<file path="config.mk">
export PLATFORM = sky130hd
export DESIGN_NAME = fp_issue_hazard
export DESIGN_NICKNAME = d
export VERILOG_FILES = /design/src/rtl/fp_issue_pkg.sv /design/src/rtl/fp_unit_busy.sv /design/src/rtl/fp_wb_reserve.sv /design/src/rtl/fp_waw_track.sv /design/src/rtl/fp_issue_hazard.sv
export SDC_FILE = /design/constraint.sdc
export NUM_CORES = 1
export LEC_CHECK = 0
export BUFFER_PORTS_ARGS = -buffer_cell sky130_fd_sc_hd__buf_2
export CORE_ASPECT_RATIO = 0.9
export CORE_MARGIN = 2
export CORE_UTILIZATION = 55
export DETAILED_ROUTE_END_ITERATION = 10
export GPL_ROUTABILITY_DRIVEN = 0
export GPL_TIMING_DRIVEN = 0
export PLACE_DENSITY = 0.71
export SLEW_MARGIN = 20
export SYNTH_ARGS = -nofsm -noshare
export SYNTH_HDL_FRONTEND = slang
export SYNTH_SLANG_ARGS = --single-unit
</file>
<file path="constraint.sdc">
create_clock -name clk -period 5.1 [get_ports clk]
set_input_delay 1.02 -clock clk [delete_from_list [all_inputs] [get_ports clk]]
set_output_delay 1.02 -clock clk [all_outputs]
set_load 0.03 [all_outputs]
</file>
<file path="src/rtl/fp_issue_pkg.sv">
package fp_issue_pkg;

    localparam int NUM_UNITS = 4;
    localparam int UNIT_W    = $clog2(NUM_UNITS);
    localparam int NUM_FREGS = 32;
    localparam int REG_W     = $clog2(NUM_FREGS);
    localparam int MAX_LAT   = 10;
    localparam int LAT_W     = $clog2(MAX_LAT + 1);
    localparam int INT_UNIT  = 0;

    typedef logic [LAT_W-1:0] lat_t;

    typedef struct packed {
        lat_t latency;
        logic pipelined;
        logic fp_write;
    } unit_cfg_t;

    typedef struct packed {
        logic busy;
        logic port;
        logic waw;
    } hazard_t;

    function automatic unit_cfg_t unit_cfg(input int idx);
        unit_cfg_t c;
        case (idx)
            0:       c = '{latency: lat_t'(1),  pipelined: 1'b1, fp_write: 1'b0};
            1:       c = '{latency: lat_t'(4),  pipelined: 1'b1, fp_write: 1'b1};
            2:       c = '{latency: lat_t'(7),  pipelined: 1'b1, fp_write: 1'b1};
            default: c = '{latency: lat_t'(10), pipelined: 1'b0, fp_write: 1'b1};
        endcase
        return c;
    endfunction

endpackage

</file>
<file path="src/rtl/fp_unit_busy.sv">
module fp_unit_busy #(
    parameter int LATENCY = 10,
    parameter int LAT_W   = 4
) (
    input  logic clk,
    input  logic rst,
    input  logic start,
    output logic busy
);
    logic [LAT_W-1:0] remain;

    always_ff @(posedge clk) begin
        if (rst) begin
            remain <= '0;
        end else if (start) begin
            remain <= LAT_W'(LATENCY - 1);
        end else if (remain != '0) begin
            remain <= remain - 1'b1;
        end
    end

    assign busy = (remain != '0);
endmodule

</file>
<file path="src/rtl/fp_wb_reserve.sv">
module fp_wb_reserve #(
    parameter int MAX_LAT = 10,
    parameter int LAT_W   = 4
) (
    input  logic             clk,
    input  logic             rst,
    input  logic [LAT_W-1:0] query_lat,
    input  logic             claim,
    output logic             conflict
);
    // slot[k] set: the write port is taken k cycles from now
    logic [MAX_LAT:1] slot;
    logic [MAX_LAT:1] slot_nxt;

    always_comb begin
        conflict = 1'b0;
        for (int k = 1; k <= MAX_LAT; k++) begin
            if (query_lat == LAT_W'(k) && slot[k]) conflict = 1'b1;
        end
    end

    always_comb begin
        slot_nxt = '0;
        for (int k = 1; k < MAX_LAT; k++) begin
            slot_nxt[k] = slot[k+1] | (claim && query_lat == LAT_W'(k + 1));
        end
    end

    always_ff @(posedge clk) begin
        if (rst) slot <= '0;
        else     slot <= slot_nxt;
    end
endmodule

</file>
<file path="src/rtl/fp_waw_track.sv">
module fp_waw_track #(
    parameter int NUM_REGS = 32,
    parameter int REG_W    = 5,
    parameter int LAT_W    = 4
) (
    input  logic             clk,
    input  logic             rst,
    input  logic [REG_W-1:0] q_dest,
    input  logic [LAT_W-1:0] q_lat,
    input  logic             claim,
    output logic             waw
);
    // cycles left until the newest pending result of each register lands
    logic [LAT_W-1:0] pend [NUM_REGS];

    assign waw = pend[q_dest] > q_lat;

    for (genvar r = 0; r < NUM_REGS; r++) begin : g_reg
        always_ff @(posedge clk) begin
            if (rst) begin
                pend[r] <= '0;
            end else if (claim && q_dest == REG_W'(r)) begin
                pend[r] <= q_lat - 1'b1;
            end else if (pend[r] != '0) begin
                pend[r] <= pend[r] - 1'b1;
            end
        end
    end
endmodule

</file>
<file path="src/rtl/fp_issue_hazard.sv">
module fp_issue_hazard
    import fp_issue_pkg::*;
(
    input  logic                 clk,
    input  logic                 rst,
    input  logic                 id_valid,
    input  logic [UNIT_W-1:0]    id_unit,
    input  logic [REG_W-1:0]     id_dest,
    output logic                 id_issue,
    output logic                 id_stall,
    output logic [NUM_UNITS-1:0] unit_start
);
    unit_cfg_t            cfg;
    hazard_t              haz;
    logic [NUM_UNITS-1:0] unit_busy;
    logic                 port_conflict;
    logic                 waw_hit;
    logic                 fp_claim;

    always_comb begin
        cfg      = unit_cfg(int'(id_unit));
        haz.busy = unit_busy[id_unit];
        haz.port = cfg.fp_write && port_conflict;
        haz.waw  = cfg.fp_write && waw_hit;
    end

    assign id_stall = id_valid &&  (|haz);
    assign id_issue = id_valid && !(|haz);
    assign fp_claim = id_issue && cfg.fp_write;

    always_comb begin
        unit_start = '0;
        if (id_issue) unit_start[id_unit] = 1'b1;
    end

    for (genvar u = 0; u < NUM_UNITS; u++) begin : g_unit
        localparam unit_cfg_t UC = unit_cfg(u);
        if (!UC.pipelined && UC.latency > 1) begin : g_blocking
            fp_unit_busy #(
                .LATENCY(int'(UC.latency)),
                .LAT_W  (LAT_W)
            ) u_busy (
                .clk  (clk),
                .rst  (rst),
                .start(unit_start[u]),
                .busy (unit_busy[u])
            );
        end else begin : g_streaming
            assign unit_busy[u] = 1'b0;
        end
    end

    fp_wb_reserve #(
        .MAX_LAT(MAX_LAT),
        .LAT_W  (LAT_W)
    ) u_port (
        .clk      (clk),
        .rst      (rst),
        .query_lat(cfg.latency),
        .claim    (fp_claim),
        .conflict (port_conflict)
    );

    fp_waw_track #(
        .NUM_REGS(NUM_FREGS),
        .REG_W   (REG_W),
        .LAT_W   (LAT_W)
    ) u_waw (
        .clk   (clk),
        .rst   (rst),
        .q_dest(id_dest),
        .q_lat (cfg.latency),
        .claim (fp_claim),
        .waw   (waw_hit)
    );
endmodule

</file>
==> results.py, run 1 <==
metrics = {
    "status": {
        "status": "completed",
    },
    "critical_path": {
        "crit_required_ns": 4.08,
        "critPathTopFamily": "compound AO/OA/AOI/OAI gates",
        "r2r_cells": 11,
        "critPathMostFrequentCell": "buf_4",
        "crit_end": "unit_start[3]",
        "cp_slowest_stage_delay_ns": 0.57,
        "arrival_ns": 3.99,
        "worstPathMaxFanout": 8,
        "r2r-end": "u_waw.pend[6][2]",
        "critPathLaunchType": "input port",
        "cp.depth": 14,
        "reg2reg_from": "u_waw.pend[26][1]",
        "cp_num_buf_inv": 4,
        "critPathKind": "in2out",
        "r2r_slack_ns": 1.06,
        "critPathSlowestCell": "mux4_2",
        "crit_start": "id_dest[0]",
        "worst_setup_path_end_kind": "output port",
        "worstPathCellList": "buf_12 -> buf_4 -> mux4_2 -> a22o_1 -> a221oi_1 -> and3_1 -> ha_1 -> nor2b_4 -> o211a_1 -> o21a_1 -> o21ai_4 -> and3_4 -> buf_4 -> buf_6",
    },
    "routing": {
        "via_count": 8351,
        "dr.pass1.iters": 6,
        "drc_errors": 0,
        "via_per_inst": 6.34,
        "drt-initial-drc-count": 824,
        "postRouteAntennaNets": 0,
        "finalWirelength_um": 29500,
        "post_drt_wl_per_cell_um": 22.4,
    },
    "global_route": {
        "met3_usage": 0.0653,
        "met1_usage": 0.418,
        "grt_max_degree": 17,
        "grt_pass1_wl_um": 45200,
        "top_usage_layer": "met2",
        "first_global_vias": 7923,
        "grt_use_met2": 0.454,
        "grt-ovfl-total": 0,
        "grt_usage": 0.299,
        "antenna_found_initial": 1,
    },
    "sta": {
        "fin_skew_ns": 0.0118,
        "post-route-min-period_ns": 5.01,
        "hold_viol": 0,
        "relSlewSlack": 0.425,
        "setup_violations": 0,
        "fin_ws_ns": 0.0864,
        "final_max_slew_viol_count": 0,
        "fmax_mhz": 199,
        "worst_pin_slew_ns": 0.863,
        "finalCritPeriodShare": 0.983,
        "finalSetupTns_ns": 0,
    },
    "yosys": {
        "synth-edff-count": 128,
        "synth_nets": 1064,
        "async_reset_ff_frac": 0,
        "synth_cells": 1009,
        "yosysUniqueCellTypes": 56,
        "yosys_most_used_dff": "edfxtp_1",
        "syn_area_um2": 10500,
        "yosysWarnings": 0,
        "ys_seq_area_frac": 0.389,
        "ys_ff_latch": 141,
        "syn_area_per_cell_um2": 10.4,
    },
    "floorplan": {
        "coreArea_um2": 19000,
        "dieArea_um2": 20300,
        "io_pins": 16,
        "die_h_um": 135,
        "start_util": 0.555,
        "fp-row-count": 48,
        "fp.dieW_um": 150,
    },
    "clock_tree": {
        "insertion_delay_ns": 0.44,
        "clock-sinks": 141,
        "hold_buffers": 0,
        "clk_pin_slew_worst_paths_ns": 0.06,
        "tritoncts": "done",
        "ctsRootBufferMaster": "clkbuf_16",
        "ctsHtreeMaxLevel": 4,
        "clk_path_buf_depth": 2,
        "numCtsBuffers": 17,
    },
    "worst_hold_path": {
        "hold_path.class": "reg2reg",
    },
    "layout": {
        "syn_to_final_growth_pct": 11.1,
        "nNetsFinal": 1109,
        "fin_util": 0.617,
        "drive_above_1_share": 0.163,
        "diodes": 0,
        "final_cell_mix": "mux2i_1, edfxtp_1, or3_1",
        "mostFrequentLayoutCell": "mux2i_1",
    },
    "pwr": {
        "p_leak_nw": 5.18,
        "power_density_nw_per_um2": 557,
        "p_sw_w": 0.00254,
        "seqPwrFrac": 0.387,
        "internal_power_w": 0.00398,
        "swShare": 0.390,
        "pwr-share-clk": 0.189,
        "ir_drop_mv": 0.366,
        "combPwrFrac": 0.423,
    },
    "place": {
        "io_buffers": 12,
        "dpl.hpwl_um": 21000,
        "dp_slack_ns": -0.534,
    },
    "flow_run": {
        "max-cap-violations": 0,
    },
}
==> worst min path at each step <==
stage / from / end / slack [ns] / cells past startpoint
finish: u_port.slot[5] / u_port.slot[4] / 0.44 / 1
global route: u_port.slot[9] / u_port.slot[8] / 0.46 / 1
CTS: u_port.slot[5] / u_port.slot[4] / 0.45 / 1
detailed placement: u_port.slot[5] / u_port.slot[4] / 0.43 / 1
global placement: u_port.slot[5] / u_port.slot[4] / 0.42 / 1
floorplan: u_port.slot[2] / u_port.slot[1] / 0.41 / 1
==> repair_timing <==
item	in CTS	in global routing
endpoints found under the setup margin	6	6
pin swaps	3	8
resized for setup	15	21
buffers inserted	7	8
==> state kept, by name, indices dropped and copies added, names as in the netlist <==
signal	cells
g_unit.g_blocking.u_busy.remain	4
u_port.slot	9
u_waw.pend	128
==> cell type report <==
type                    instances  area [um2]
fillers                      1581        7270
flip-flops and latches        141        4100
clock inverters                 8        50.0
repair buffers                 27         185
clock buffers                  24         529
multi-input cells             740        5950
plain buffers                  54         305
well taps                     250         313
inverters                      73         274
==> routing by layer <==
metal | vias up | share of wire
li1 | 3850 | -
met1 | 4051 | 0.42
met2 | 389 | 0.45
met3 | 61 | 0.096
met4 | 0 | 0.028
met5 | - | 0
==> synthesized netlist by cell type, drive strengths merged, types with 6 or more instances <==
cell type | instances | area (um2)
edfxtp | 128 | 3840
or3 | 97 | 607
mux2 | 7 | 78.8
nand2b | 38 | 238
nor3b | 37 | 289
inv | 73 | 274
and3 | 6 | 37.5
nand3 | 47 | 355
buf | 18 | 115
ha | 45 | 563
dfxtp | 13 | 260
mux4 | 18 | 405
nand3b | 34 | 255
clkbuf | 37 | 139
a22oi | 7 | 52.6
nor2b | 6 | 37.5
mux2i | 179 | 1790
or2 | 36 | 225
a21oi | 40 | 200
nor2 | 22 | 85.1
nand2 | 42 | 158
nor3 | 36 | 191
==> cell families (layout without fill, tap and decap cells) <==
group                    after synthesis  in the layout  share of synthesized area
flip-flops                           141            141                      0.389
AO/OA/AOI/OAI                         83             83                     0.0514
multiplexers                         204            204                      0.216
adder cells (fa/ha/maj)               45             45                     0.0534
buffers and inverters                128            186                     0.0501
XOR/XNOR                               1              1                   0.000831
AND/OR/NAND/NOR                      407            407                      0.239
==> stage by stage <==
stage	area, um2	hold WS, ns	cells	total power, W
final	11700	0.440	1317	0.00652
after global routing	11700	0.463	1317	0.00696
after CTS	11600	0.446	1310	0.00645
after detailed placement	10900	0.430	1271	0.00517
after global placement	10900	0.420	1271	0.00509
after floorplan	10500	0.414	1009	0.00443
==> power by group through the flow <==
stage	clock network (W)	logic [W]	registers [W]
floorplan	0	0.00212	0.00230
global placement	0	0.00258	0.00251
detailed placement	0	0.00265	0.00253
CTS	0.00124	0.00270	0.00251
global route	0.00129	0.00309	0.00259
finish	0.00123	0.00276	0.00252
(Power assumes the default switching activity.)
==> inputs of run 2 (changes only) <==
--- a/config.mk
+++ b/config.mk
@@ -9,10 +9,11 @@
 export CORE_ASPECT_RATIO = 0.9
 export CORE_MARGIN = 2
 export CORE_UTILIZATION = 55
+export CTS_CLUSTER_SIZE = 30
 export DETAILED_ROUTE_END_ITERATION = 10
 export GPL_ROUTABILITY_DRIVEN = 0
 export GPL_TIMING_DRIVEN = 0
-export PLACE_DENSITY = 0.71
+export PLACE_DENSITY_LB_ADDON = 0.3
 export SLEW_MARGIN = 20
 export SYNTH_ARGS = -nofsm -noshare
 export SYNTH_HDL_FRONTEND = slang
==> run 2 against run 1 <==
  * Cell count down 0.68%
  * Sequential cell count unchanged
  * Sequential share of layout area rose by 0.13 points
  * Critical path type unchanged
  * First-iteration DRC count up 16%
==> results.py, run 2 (same netlist as run 1, synthesis figures left out) <==
metrics = {
    "status": {
        "status": "completed",
    },
    "place": {
        "dp_slack_ns": -0.537,
        "dpl.hpwl_um": 20900,
        "io_buffers": 12,
    },
    "floorplan": {
        "fp.dieW_um": 150,
        "coreArea_um2": 19000,
        "io_pins": 16,
        "fp-row-count": 48,
        "dieArea_um2": 20300,
        "start_util": 0.555,
        "die_h_um": 135,
    },
    "critical_path": {
        "worst_setup_path_end_kind": "output port",
        "crit_required_ns": 4.08,
        "arrival_ns": 4.01,
        "critPathKind": "in2out",
        "critPathLaunchType": "input port",
        "worstPathMaxFanout": 7,
    },
    "routing": {
        "finalWirelength_um": 29500,
        "postRouteAntennaNets": 0,
        "via_count": 8357,
        "dr.pass1.iters": 6,
        "drc_errors": 0,
        "via_per_inst": 6.39,
        "drt-initial-drc-count": 954,
        "post_drt_wl_per_cell_um": 22.5,
    },
    "pwr": {
        "p_leak_nw": 5.15,
        "power_w": 0.00651,
        "ir_drop_mv": 0.294,
        "power_density_nw_per_um2": 558,
    },
    "global_route": {
        "antenna_found_initial": 0,
        "grt_usage": 0.299,
        "first_global_vias": 8039,
        "grt-ovfl-total": 0,
        "grt_pass1_wl_um": 45300,
        "grt_max_degree": 17,
    },
    "layout": {
        "top_register": "u_waw.pend",
        "nNetsFinal": 1100,
        "mostFrequentLayoutCell": "mux2i_1",
        "largest_reg_flops": 128,
        "syn_to_final_growth_pct": 10.7,
        "drive_above_1_share": 0.155,
        "diodes": 0,
        "fin_util": 0.615,
        "final_cell_mix": "mux2i_1, edfxtp_1, or3_1",
        "top_regs": "u_waw.pend x128, u_port.slot x9, g_unit.g_blocking.u_busy.remain x4",
    },
    "sta": {
        "finalCritPeriodShare": 0.987,
        "fmax_mhz": 199,
        "fin_skew_ns": 0.0104,
        "fin_ws_ns": 0.0687,
        "post-route-min-period_ns": 5.03,
        "finalSetupTns_ns": 0,
        "final_max_slew_viol_count": 0,
        "hold_ws_ns": 0.438,
        "relSlewSlack": 0.425,
        "setup_violations": 0,
        "worst_pin_slew_ns": 0.862,
        "hold_viol": 0,
    },
    "clock_tree": {
        "hold_buffers": 0,
        "clk_path_buf_depth": 2,
        "clk_pin_slew_worst_paths_ns": 0.06,
        "ctsRootBufferMaster": "clkbuf_16",
        "ctsHtreeMaxLevel": 4,
        "numCtsBuffers": 17,
        "tritoncts": "done",
        "clock-sinks": 141,
        "insertion_delay_ns": 0.44,
    },
    "worst_hold_path": {
        "hold_path.class": "reg2reg",
    },
    "flow_run": {
        "max-cap-violations": 0,
    },
}
run 2: cell count changes in the layout (fill, tap and decap cells not counted), sizes merged:
cell / delta
buf: -11
bufbuf: +1
clkbuf: -1
clkinv: +2
run 2: worst max-delay path, cell delays in order:
cell      delay [ns]
buf_12          0.13
buf_12          0.14
mux4_2          0.55
a22o_1          0.26
a221oi_2        0.21
nand3_2         0.19
ha_4            0.25
nor2b_1         0.12
o211a_1         0.23
o21a_1          0.22
o21ai_4         0.22
and3_4          0.21
buf_4           0.09
buf_4           0.14
run 2: final cells by class:
type,count,area (um2)
plain buffers,55,312
clock buffers,22,507
clock inverters,10,57.6
fillers,1599,7310
inverters,73,274
multi-input cells,740,5970
flip-flops and latches,141,4100
well taps,250,313
repair buffers,17,134
run 2: path summary, 6_finish.rpt:
kind / endpoint / from / cells past startpoint / slack [ns]
setup / recovery: unit_start[3] / id_dest[0] / 14 / 0.07
hold / removal: u_port.slot[1] / u_port.slot[2] / 1 / 0.44
setup reg to reg: u_waw.pend[6][2] / u_waw.pend[26][1] / 11 / 1.02
hold reg to reg: u_port.slot[1] / u_port.slot[2] / 1 / 0.44
run 2: metrics by stage:
stage / area [um2] / instances
3_3_place_gp: 10900 / 1271
3_5_place_dp: 10900 / 1271
2_1_floorplan: 10500 / 1009
4_1_cts: 11600 / 1308
6_report: 11700 / 1308
5_1_grt: 11700 / 1308
run 2: metal layers:
layer	track usage	part of all wire
met4	0.117	0.033
met2	0.451	0.45
met5	0	0
met1	0.411	0.43
met3	0.0822	0.095
run 2: what timing repair did:
action                                  in CTS  in global routing
endpoints found under the setup margin       6                  6
resized for setup                           17                 13
setup buffers                                4                  0
pin swaps                                    3                  4
gates cloned                                 1                  0
run 2: power by group:
part           switching [W]  internal (W)
Combinational        0.00151       0.00128
Sequential          0.000541       0.00198
Clock               0.000505      0.000701
Total                0.00256       0.00396
==> inputs of run 3 (changes only) <==
--- a/config.mk
+++ b/config.mk
@@ -5,10 +5,12 @@
 export SDC_FILE = /design/constraint.sdc
 export NUM_CORES = 1
 export LEC_CHECK = 0
+export ABC_AREA = 1
 export BUFFER_PORTS_ARGS = -buffer_cell sky130_fd_sc_hd__buf_2
 export CORE_ASPECT_RATIO = 0.9
 export CORE_MARGIN = 2
 export CORE_UTILIZATION = 55
+export CTS_CLUSTER_DIAMETER = 50
 export CTS_CLUSTER_SIZE = 30
 export DETAILED_ROUTE_END_ITERATION = 10
 export GPL_ROUTABILITY_DRIVEN = 0
==> constraint.sdc (replaced) <==
create_clock -name clk -period 4.6 [get_ports clk]
set_input_delay 0.92 -clock clk [delete_from_list [all_inputs] [get_ports clk]]
set_output_delay 0.92 -clock clk [all_outputs]
set_load 0.03 [all_outputs]
==> run 3 against run 2 <==
  * Worst setup slack got worse by 0.0065 ns
  * Sequential share of layout area down 0.12 points
  * First-iteration DRC count increased by 45%
  * Register-to-register slack gained 0.27 ns
  * Clock power up 20%
  * Synthesized cell count grew 28%
  * Cell area increased by 0.33%
  * Highest routed layer unchanged
  * Cell count up 22%
  * Sequential power shrank 7%
  * Critical path type unchanged
  * Global-route usage up 0.73 points
  * Sequential cell count did not move
==> results.py, run 3 <==
metrics = {
    "clock_tree": {
        "clock-sinks": 141,
        "ctsHtreeMaxLevel": 4,
        "numCtsBuffers": 17,
        "clk_pin_slew_worst_paths_ns": 0.06,
        "hold_buffers": 0,
        "ctsRootBufferMaster": "clkbuf_16",
        "tritoncts": "done",
        "insertion_delay_ns": 0.45,
        "clk_path_buf_depth": 2,
    },
    "yosys": {
        "yosysUniqueCellTypes": 32,
        "syn_area_per_cell_um2": 8.07,
        "synth_commonest_cells": "nand2_1, inv_1, edfxtp_1, nand4_1, nor2_1",
        "synth-compound-area-share": 0.0598,
        "synth_area_leaders": "edfxtp_1, nand2_1, nand4_1",
        "yosysWarnings": 0,
        "synth_cells": 1293,
        "synth-xor-area-share": 0.0546,
        "yosys_most_used_dff": "edfxtp_1",
        "muxShareOfSynthArea": 0,
        "yosysMostFrequentCell": "nand2_1",
        "synth_top_cell_by_area": "edfxtp_1",
        "synth_fa_ha_area_frac": 0.0540,
        "ys_seq_area_frac": 0.393,
        "synth-edff-count": 128,
        "syn_area_um2": 10400,
        "synth_nets": 1348,
        "yosys.area.top_type_share": 0.368,
        "synthSimpleGateAreaFrac": 0.338,
        "synth_top_family_by_area": "simple AND/OR/NAND/NOR gates",
        "async_reset_ff_frac": 0,
        "ys_ff_latch": 141,
    },
    "floorplan": {
        "die_h_um": 135,
        "coreArea_um2": 18500,
        "fp-row-count": 47,
        "dieArea_um2": 20100,
        "fp.dieW_um": 149,
        "start_util": 0.565,
        "io_pins": 16,
    },
    "critical_path": {
        "worstPathMaxFanout": 7,
        "r2r_cells": 17,
        "arrival_ns": 3.62,
        "r2r-end": "u_waw.pend[4][2]",
        "critPathLaunchType": "input port",
        "critPathKind": "in2out",
        "r2r_slack_ns": 1.29,
        "reg2reg_from": "u_waw.pend[3][1]",
        "crit_required_ns": 3.68,
        "worst_setup_path_end_kind": "output port",
    },
    "status": {
        "status": "completed",
    },
    "global_route": {
        "first_global_vias": 9066,
        "grt_max_degree": 17,
        "grt_pass1_wl_um": 47400,
        "antenna_found_initial": 0,
        "grt_usage": 0.307,
        "grt-ovfl-total": 0,
    },
    "place": {
        "dpl.cell_count": 1551,
        "io_buffers": 13,
        "dpl.hpwl_um": 20800,
    },
    "routing": {
        "finalWirelength_um": 30400,
        "postRouteAntennaNets": 0,
        "via_count": 9676,
        "post_drt_wl_per_cell_um": 19.1,
        "drc_errors": 0,
        "dr.pass1.iters": 6,
        "drt-initial-drc-count": 1386,
        "via_per_inst": 6.08,
    },
    "layout": {
        "largest_reg_flops": 128,
        "mostFrequentLayoutCell": "nand2_1",
        "syn_to_final_growth_pct": 12.2,
        "nFillCells": 1586,
        "top_regs": "u_waw.pend x128, u_port.slot x9, g_unit.g_blocking.u_busy.remain x4",
        "top_register": "u_waw.pend",
        "diodes": 0,
        "drive_above_1_share": 0.127,
        "nNetsFinal": 1388,
        "final_cells": 1591,
        "final_cell_mix": "nand2_1, inv_1, nand4_1, edfxtp_1, nand3_1",
    },
    "sta": {
        "worst_pin_slew_ns": 0.795,
        "hold_ws_ns": 0.405,
        "finalCritPeriodShare": 0.986,
        "hold_viol": 0,
        "setup_violations": 0,
        "post-route-min-period_ns": 4.54,
        "relSlewSlack": 0.470,
        "final_max_slew_viol_count": 0,
        "fin_skew_ns": 0.00910,
        "fmax_mhz": 220,
    },
    "worst_hold_path": {
        "worst_hold_path.endpoint": "u_port.slot[1]",
        "hp-start": "u_port.slot[2]",
        "hold-path-cell-count": 2,
        "hold_path.class": "reg2reg",
    },
    "flow_run": {
        "max-cap-violations": 0,
    },
    "pwr": {
        "power_density_nw_per_um2": 598,
        "ir_drop_mv": 0.400,
        "p_leak_nw": 5.54,
    },
}
[run 3: worst max path at each step]
stage / startpoint / to / slack (ns) / depth (start not counted)
2_1_floorplan: id_dest[0] / unit_start[0] / 0.09 / 20
3_3_place_gp: id_dest[0] / unit_start[3] / -0.64 / 23
3_5_place_dp: id_dest[0] / unit_start[3] / -0.67 / 23
4_1_cts: id_dest[0] / unit_start[3] / 0.02 / 21
5_1_grt: id_dest[0] / unit_start[3] / -0.02 / 23
6_report: id_dest[0] / unit_start[3] / 0.06 / 23
[run 3: critical path: stages]
cell     delay (ns)
buf_2          0.14
inv_2          0.09
nor2_4         0.05
inv_2          0.07
buf_8          0.14
buf_12         0.11
o22ai_1        0.06
o21ai_1        0.23
nand4_1        0.19
nor2_1         0.19
nor2_2         0.07
ha_1           0.30
nand2_1        0.07
nand2_1        0.04
nand2_1        0.05
nand2_1        0.06
a21oi_2        0.20
o21ai_2        0.08
nor2_2         0.16
nand2_2        0.08
inv_1          0.06
buf_4          0.09
buf_4          0.14
[run 3: power by group]
group	switching, W	internal [W]	total [W]
sequential	0.000200	0.00214	0.00234
combinational	0.00205	0.00116	0.00321
clock	0.000597	0.000855	0.00145
total	0.00285	0.00415	0.00700
[run 3: metal layers]
| metal | share of wire | vias to the layer above | track usage |
|---|---|---|---|
| li1 | - | 4475 | - |
| met1 | 0.40 | 4486 | 0.423 |
| met2 | 0.44 | 610 | 0.470 |
| met3 | 0.12 | 105 | 0.0686 |
| met4 | 0.035 | 0 | 0.124 |
| met5 | 0 | - | 0 |
[run 3: final cells by class]
cell class | count | area (um2) | area share
multi-input cells | 896 | 5370 | 0.459
inverters | 197 | 744 | 0.0636
plain buffers | 58 | 390 | 0.0334
clock buffers | 23 | 554 | 0.0474
well taps | 245 | 307 | 0.0262
repair buffers | 22 | 173 | 0.0148
flip-flops and latches | 141 | 4100 | 0.351
clock inverters | 9 | 63.8 | 0.00545
[run 3: repair_timing]
action / CTS / global route
endpoints found under the setup margin: 6 / 5
pin swaps: 5 / 11
resized for setup: 46 / 39
gates cloned: 0 / 1
buffers inserted: 2 / 6
[run 3: logic make-up after synthesis]
family | count (synthesis)
fa+ha+maj | 45
buf+inv | 256
xor+xnor | 65
compound gates | 107
flops | 141
simple gates | 679
[run 3: metrics by stage]
step / area, um2 / setup slack [ns] / TNS (ns) / total power (W) / util
2_1_floorplan: 10400 / 0.0895 / 0 / 0.00471 / -
3_3_place_gp: 10800 / -0.636 / -50.12 / 0.00527 / 0.585
3_5_place_dp: 10800 / -0.674 / -63.88 / 0.00538 / 0.585
4_1_cts: 11500 / 0.0221 / 0 / 0.00688 / 0.625
5_1_grt: 11700 / -0.0230 / -0.0383 / 0.00745 / 0.634
6_report: 11700 / 0.0622 / 0 / 0.00700 / 0.634
